`src/rtl/pgwr_pkg.sv`:
```
package pgwr_pkg;

    typedef enum logic [2:0] {
        ST_IDLE   = 3'd0,
        ST_CHECK  = 3'd1,
        ST_ENTER  = 3'd2,
        ST_DELAY  = 3'd3,
        ST_INIT   = 3'd4,
        ST_WRITE  = 3'd5,
        ST_FINISH = 3'd6
    } pgwr_state_t;

endpackage

```
`src/rtl/pgwr_fsm.sv`:
```
module pgwr_fsm
    import pgwr_pkg::*;
(
    input  logic clk,
    input  logic rst_n,
    input  logic page_avail,
    input  logic delay_done,
    input  logic last_word,
    output logic ld_delay,
    output logic run_delay,
    output logic ld_count,
    output logic wr_phase,
    output logic done_pulse
);

    pgwr_state_t state_q;
    pgwr_state_t state_d;

    // state register
    always_ff @(posedge clk or negedge rst_n) begin
        if (!rst_n) begin
            state_q <= ST_IDLE;
        end else begin
            state_q <= state_d;
        end
    end

    // transitions
    always_comb begin
        state_d = state_q;
        unique case (state_q)
            ST_IDLE:   state_d = ST_CHECK;
            ST_CHECK:  if (page_avail) state_d = ST_ENTER;
            ST_ENTER:  state_d = ST_DELAY;
            ST_DELAY:  if (delay_done) state_d = ST_INIT;
            ST_INIT:   state_d = ST_WRITE;
            ST_WRITE:  if (last_word) state_d = ST_FINISH;
            ST_FINISH: state_d = ST_CHECK;
            default:   state_d = ST_IDLE;
        endcase
    end

    // state decodes
    always_comb begin
        ld_delay   = 1'b0;
        run_delay  = 1'b0;
        ld_count   = 1'b0;
        wr_phase   = 1'b0;
        done_pulse = 1'b0;
        unique case (state_q)
            ST_ENTER:  ld_delay   = 1'b1;
            ST_DELAY:  run_delay  = 1'b1;
            ST_INIT:   ld_count   = 1'b1;
            ST_WRITE:  wr_phase   = 1'b1;
            ST_FINISH: done_pulse = 1'b1;
            default:   ;
        endcase
    end

endmodule

```
`src/rtl/pgwr_delay.sv`:
```
module pgwr_delay #(
    parameter int DELAY_CYC = 3
) (
    input  logic clk,
    input  logic rst_n,
    input  logic load,
    input  logic run,
    output logic done
);

    localparam int DW = (DELAY_CYC > 1) ? $clog2(DELAY_CYC) : 1;
    localparam logic [DW-1:0] LOAD_VAL = DW'(DELAY_CYC - 1);

    logic [DW-1:0] cnt_q;

    always_ff @(posedge clk or negedge rst_n) begin
        if (!rst_n) begin
            cnt_q <= '0;
        end else if (load) begin
            cnt_q <= LOAD_VAL;
        end else if (run && (cnt_q != '0)) begin
            cnt_q <= cnt_q - 1'b1;
        end
    end

    // the DELAY state lasts DELAY_CYC cycles: it leaves when the count is zero
    assign done = run && (cnt_q == '0);

endmodule

```
`src/rtl/pgwr_wordcnt.sv`:
```
module pgwr_wordcnt #(
    parameter int              ADDR_W     = 16,
    parameter int              PAGE_WORDS = 8,
    parameter logic [ADDR_W-1:0] PAGE_BASE = 'h100
) (
    input  logic              clk,
    input  logic              rst_n,
    input  logic              load,
    input  logic              fire,
    output logic [ADDR_W-1:0] addr,
    output logic              last
);

    localparam int CW = $clog2(PAGE_WORDS + 1);
    localparam logic [CW-1:0] FULL = CW'(PAGE_WORDS);

    logic [CW-1:0]     remain_q;
    logic [ADDR_W-1:0] addr_q;

    // words left in the current page
    always_ff @(posedge clk or negedge rst_n) begin
        if (!rst_n) begin
            remain_q <= '0;
        end else if (load) begin
            remain_q <= FULL;
        end else if (fire && (remain_q != '0)) begin
            remain_q <= remain_q - 1'b1;
        end
    end

    // running write address, continuous across pages
    always_ff @(posedge clk or negedge rst_n) begin
        if (!rst_n) begin
            addr_q <= PAGE_BASE;
        end else if (fire) begin
            addr_q <= addr_q + 1'b1;
        end
    end

    assign addr = addr_q;
    assign last = fire && (remain_q == CW'(1));

endmodule

```
`src/rtl/pgwr_ctrl.sv`:
```
module pgwr_ctrl #(
    parameter int                ADDR_W     = 16,
    parameter int                DATA_W     = 32,
    parameter int                PAGE_WORDS = 8,
    parameter int                DELAY_CYC  = 3,
    parameter logic [ADDR_W-1:0] PAGE_BASE  = 'h100
) (
    input  logic              clk,
    input  logic              rst_n,
    input  logic              page_avail,
    input  logic              buf_empty,
    input  logic [DATA_W-1:0] buf_data,
    output logic              buf_pop,
    output logic [ADDR_W-1:0] mem_addr,
    output logic [DATA_W-1:0] mem_wdata,
    output logic              mem_req,
    input  logic              mem_ack,
    output logic              page_done
);

    logic ld_delay;
    logic run_delay;
    logic ld_count;
    logic wr_phase;
    logic delay_done;
    logic last_word;
    logic fire;

    pgwr_fsm u_fsm (
        .clk        (clk),
        .rst_n      (rst_n),
        .page_avail (page_avail),
        .delay_done (delay_done),
        .last_word  (last_word),
        .ld_delay   (ld_delay),
        .run_delay  (run_delay),
        .ld_count   (ld_count),
        .wr_phase   (wr_phase),
        .done_pulse (page_done)
    );

    pgwr_delay #(
        .DELAY_CYC (DELAY_CYC)
    ) u_delay (
        .clk   (clk),
        .rst_n (rst_n),
        .load  (ld_delay),
        .run   (run_delay),
        .done  (delay_done)
    );

    pgwr_wordcnt #(
        .ADDR_W     (ADDR_W),
        .PAGE_WORDS (PAGE_WORDS),
        .PAGE_BASE  (PAGE_BASE)
    ) u_cnt (
        .clk   (clk),
        .rst_n (rst_n),
        .load  (ld_count),
        .fire  (fire),
        .addr  (mem_addr),
        .last  (last_word)
    );

    assign mem_req   = wr_phase && !buf_empty;
    assign fire      = mem_req && mem_ack;
    assign buf_pop   = fire;
    assign mem_wdata = buf_data;

endmodule

```
`config.mk`:
```
export PLATFORM = sky130hd
export DESIGN_NAME = pgwr_ctrl
export DESIGN_NICKNAME = d
export VERILOG_FILES = /design/src/rtl/pgwr_pkg.sv /design/src/rtl/pgwr_fsm.sv /design/src/rtl/pgwr_delay.sv /design/src/rtl/pgwr_wordcnt.sv /design/src/rtl/pgwr_ctrl.sv
export SDC_FILE = /design/constraint.sdc
export NUM_CORES = 1
export LEC_CHECK = 0
export BUFFER_PORTS_ARGS = -buffer_cell sky130_fd_sc_hd__buf_2
export CORE_UTILIZATION = 30
export DETAILED_ROUTE_END_ITERATION = 8
export GPL_TIMING_DRIVEN = 0
export PLACE_DENSITY_LB_ADDON = 0.05
export SLEW_MARGIN = 20
export SYNTH_ARGS = -nofsm -noshare
export SYNTH_HDL_FRONTEND = slang
export SYNTH_SLANG_ARGS = --single-unit
```
`constraint.sdc`:
```
create_clock -name clk -period 1.7 [get_ports clk]
set_clock_uncertainty 0.15 [all_clocks]
set_input_delay 0.085 -clock clk [delete_from_list [all_inputs] [get_ports clk]]
set_output_delay 0.085 -clock clk [all_outputs]
set_load 0.05 [all_outputs]
```
# Word level (Yosys, flattened, before mapping)
# Index checks and enable logic that the tools add are counted.
# classes
n_addsub	3
n_eq_ne	10
mux	13
n_reduce_logical	15
# op_table
cell	count
one-hot mux 3 bit (6 select lines)	1
adder 16 x 1 -> 16 bit, second input constant	1
equality test 3 bit, second input constant	3
2-to-1 mux 3 bit	3
2-to-1 mux 4 bit	2
equality test 3 x 2 -> 1 bit, second input constant	2
logical AND 1 bit	6
inequality test 2 bit, second input constant	3
nonzero test 2 bit	3
2-to-1 mux 1 bit	5
equality test 4 x 1 -> 1 bit, second input constant	1
2-to-1 mux 2 bit	2
nonzero test 4 bit	1
subtractor 4 x 1 -> 4 bit, second input constant	1
equality test 3 x 1 -> 1 bit, second input constant	1
zero test 3 bit	1
AND reduction 3 bit	1
zero test 2 bit	1
OR reduction 2 bit	1
subtractor 2 x 1 -> 2 bit, second input constant	1
zero test 1 bit	1
# totals
regBits	25
inputBits	37
out_inout_bits	51
wordCells	45

# Logic depth before layout (Yosys ltp)
# logic_depth
word_depth	7
ltp_mapped	5

# Cells and area by module
# A second synthesis with hierarchy kept.
# unflattened
cells_unflattened	153
hier_area_um2	1590.3
# modules_own_cells
mod	n_inst	cells_each	area_each_um2	seq_area_each_um2
pgwr_wordcnt	1	87	1004.7	501.7
pgwr_ctrl	1	34	255.2	0.0
pgwr_fsm	1	19	193.9	75.1
pgwr_delay	1	13	136.4	50.0

# Worst setup path before layout
# OpenSTA, ideal clock, no wires.
# synth_path
path_type	flip-flop to flip-flop
start	register u_fsm.state_q[1]
end	register u_fsm.state_q[0]
setup_ns	0.153
t_arrival_ns	1.615
required_ns	1.397
setup_slack_ns	-0.217
stages_incl_launch_ff	5
cell_sequence	dfrtp_1 nand4bb_4 nor2_2 and3_1 o311ai_0
# synth_via
elab_chain_cells	7
# synth_rtl
item	line	rtl
from (decl)	pgwr_fsm.sv:16	pgwr_state_t state_q;
from (signal assigned)	pgwr_fsm.sv:24	state_q <= state_d;
equality test 3 bit	pgwr_fsm.sv:50	unique case (state_q)
2-to-1 mux 1 bit	pgwr_fsm.sv:50	
logical AND 1 bit	pgwr_ctrl.sv:65	assign mem_req = wr_phase && !buf_empty;
logical AND 1 bit	pgwr_ctrl.sv:66	assign fire = mem_req && mem_ack;
named net buf_pop	pgwr_ctrl.sv:13	output logic buf_pop,
logical AND 1 bit	pgwr_wordcnt.sv:41	assign last = fire && (remain_q == CW'(1));
inequality test 2 bit (no line)	--	
AND reduction 3 bit (no line)	--	
# The timed path passes the listed nets, and every way through them passes these cells.
# A chain may end at the register's enable or synchronous reset.

# Worst setup path after layout
# layout_path
start	register u_fsm.state_q[1]
end	output buf_pop
# layout_via
elab_chain_cells	4
# layout_rtl
item	line
equality test 3 bit	pgwr_fsm.sv:50
2-to-1 mux 1 bit	pgwr_fsm.sv:50
logical AND 1 bit	pgwr_ctrl.sv:65
logical AND 1 bit	pgwr_ctrl.sv:66
to (decl)	pgwr_ctrl.sv:13
# Every way passes these cells.

==> run summary <==
run status: finished, violations left
failing checks: DRC
input/output buffers: 55
WP data required: 1.46 ns
commonest cells in the synthesized netlist: buf_4 (32), dfrtp_1 (24), xnor2_1 (12)
ys async rst share: 100%
number of placed I/O pins: 88
synth unique cells: 34
remaining global-route overflow: 0
top cells by area, synth: dfrtp_1 (41%), buf_4 (16%), xnor2_1 (7.2%), ha_1 (3.4%), nand3_1 (2.4%)
synthesized net count: 181
family with the most delay on the worst path: simple AND/OR/NAND/NOR gates
final worst-path setup slack: 0.0556 ns
combinational family with the most area after synthesis: simple AND/OR/NAND/NOR gates
Final GP Congestion: 0.710
CP Class: flip-flop to output port
antenna violations before repair: 0
post-detailed-route via-to-cell ratio: 4.49
arrival time reported for the critical path endpoint: 1.41 ns
Bufs and invs on worst path: 1
Die Ht: 71.8 µm
post-route ant nets: 0
wire per inst: 11.8 µm
number of warnings issued by yosys: 0
CTS Root Buffer Type: clkbuf_8
die area: 0.00515 mm²
peak supply drop: 0.000606 V
number of H-tree levels: 1
post-synthesis mux area share: 0.771%
pin count of the biggest net entering global routing: 26
RSZ-0062 raised after global routing: true
DIE WIDTH: 71.8 µm
post-detailed-route DRC marker count: 2
via count of the first global-routing pass: 1127
crit path max fanout: 6
row count: 25
DR pass1 iterations: 6
clock period minus final worst setup slack: 1.64 ns
area fraction in compound gates after synthesis: 6.51%
part of the cycle the worst path needs: 96.7%
number of violations reported at the end of detailed-routing iteration 0: 42
Antenna Cells: 0
starting utilization of the core area: 31.1%
Hold Fails Final Rpt: 0
sequential cell area fraction in the yosys report: 42.9%
worst hold path type: input port to flip-flop
final-layout fill cell count: 454
fraction of post-synthesis cell area in the top cell type by area: 41.1%
adder-cell share of the synthesized area: 3.42%
type of element capturing the critical path: output port
static leakage power: 1.04 nW
most repeated cell in the gate-level netlist after synthesis: buf_4
cell accounting for the most synthesized area: dfrtp_1
post-synthesis xor/xnor area fraction: 9.59%
sum of negative setup slack: 0 ns
simple-gate share of the synthesized area: 18.8%
crit path launch type: flip-flop
area delta synth->final: 37.3%
setup slack at placement: -0.0809 ns
gate count of the mapped netlist: 140
CTS Sinks: 25
number of max-cap violations: 0
cts bufs inserted: 3
Max Root-Sink Buffers: 2
Synth Flop Type: dfrtp_1
layout cells sized above 1: 56.5%
Tightest Pin Transition: 0.595 ns
flip-flop and latch count after synthesis: 25
final layout net count: 251
Power Density: 1110 mW/mm²
average footprint of a synthesized cell: 10.4 µm²
minimum hold slack: 0.0301 ns
max frequency: 608 MHz
cell-by-cell listing of the critical path: nand4bb_4 > nor2_4 > buf_6
max-slew violation count: 0
first-pass GRT wire length: 5140 µm
final setup violation count: 0
delay of the slowest cell on the worst path: 0.42 ns
Skew-Pair Late Insertion Delay: 0.27 ns
DPL Wire Length: 2350 µm
via count: 1181
clock tree from TritonCTS: done
post-layout util: 42.8%
worst-case headroom to the max-slew limit: 60.3%
clock slew seen by the registers of the worst setup and hold paths: 0.09 ns
Netlist Area Pre-Place: 0.00146 mm²
Core Footprint: 0.00469 mm²
Total Wirelength: 3100 µm
number of enable flip-flop cells after synthesis: 0
all-layer global routing usage: 12.5%
slowest stage cell, crit path: dfrtp_2
kinds of logic after synthesis:
group           Yosys count
xor+xnor                 16
compound gates           13
simple gates             43
mux                       1
flops                    25
fa+ha+maj                 4
buf+inv                  38
registers in the layout, indices dropped and copies added, names as in the netlist:
| name | flops |
|---|---|
| u_cnt.addr | 16 |
| u_cnt.remain_q | 4 |
| u_fsm.state_q | 3 |
| u_delay.cnt_q | 2 |
layout make-up:
class | count | area (µm²) | area share [%]
Sequential cell | 25 | 636 | 31.7
Multi-Input combinational cell | 77 | 616 | 30.7
Timing Repair Buffer | 65 | 373 | 18.6
Buffer | 32 | 240 | 12.0
Tap cell | 54 | 67.6 | 3.37
Clock buffer | 3 | 41.3 | 2.06
Inverter | 6 | 26.3 | 1.31
Clock inverter | 1 | 7.51 | 0.374
worst register-to-register path: stages (launching register included):
cell and delay [ns]:
dfrtp_2 0.42, nand4bb_4 0.32, nor2_4 0.22, buf_6 0.12, and3_4 0.19, o311ai_4 0.09
per-layer routing:
metal	share of wire, %	global-route usage, %	up-vias
met3	6.0	2.67	4
li1	-	-	585
met5	0	0	-
met1	46	16.4	546
met4	0.23	2.61	0
met2	48	21.3	46
timing repair:
| action | in CTS | in global routing |
|---|---|---|
| endpoints found under the hold margin | 24 | 0 |
| buffers inserted | 4 | 5 |
| hold buffers | 1 | 0 |
| cloned | 0 | 0 |
| pin swaps | 3 | 4 |
| setup endpoints to repair | 9 | 10 |
| resized for setup | 11 | 5 |
power breakdown:
| part | switching, mW | internal (mW) |
|---|---|---|
| Combinational | 0.596 | 0.411 |
| Clock | 0.198 | 0.166 |
| Sequential | 0.131 | 0.730 |
cell usage in the layout, fill, tap and decap left out, drive strengths merged, types with 3 or more instances in the layout:
cell type  count
xor2           4
o21ai          3
nand2          8
xnor2         12
ha             4
and4           3
nor3           3
nand3          7
nor2           6
clkbuf         3
inv            5
dfrtp         24
and3           4
buf           96
through the flow:
stage | total power, mW | area [µm²] | cells
final | 2.23 | 2010 | 263
after global routing | 2.38 | 2010 | 263
after CTS | 2.18 | 1940 | 258
after detailed placement | 1.74 | 1820 | 249
after global placement | 1.70 | 1820 | 249
after floorplan | 1.54 | 1480 | 140
final timing paths:
| check | from | endpoint | slack (ns) | depth (start not counted) |
|---|---|---|---|---|
| max | u_fsm.state_q[1]$_DFFE_PN0P_ | buf_pop | 0.06 | 3 |
| min | mem_ack | u_cnt.remain_q[3]$_DFFE_PN0P_ | 0.03 | 3 |
| max reg2reg | u_fsm.state_q[1]$_DFFE_PN0P_ | u_fsm.state_q[0]$_DFFE_PN0P_ | 0.06 | 5 |
| min reg2reg | u_cnt.addr[15]$_DFFE_PN0P_ | u_cnt.addr[15]$_DFFE_PN0P_ | 0.32 | 1 |
| max in group asynchronous | rst_n | u_fsm.state_q[1]$_DFFE_PN0P_ | 0.77 | 2 |
| min in group asynchronous | rst_n | u_cnt.addr[13]$_DFFE_PN0P_ | 0.20 | 2 |
Power figures use the tool's default switching activity.
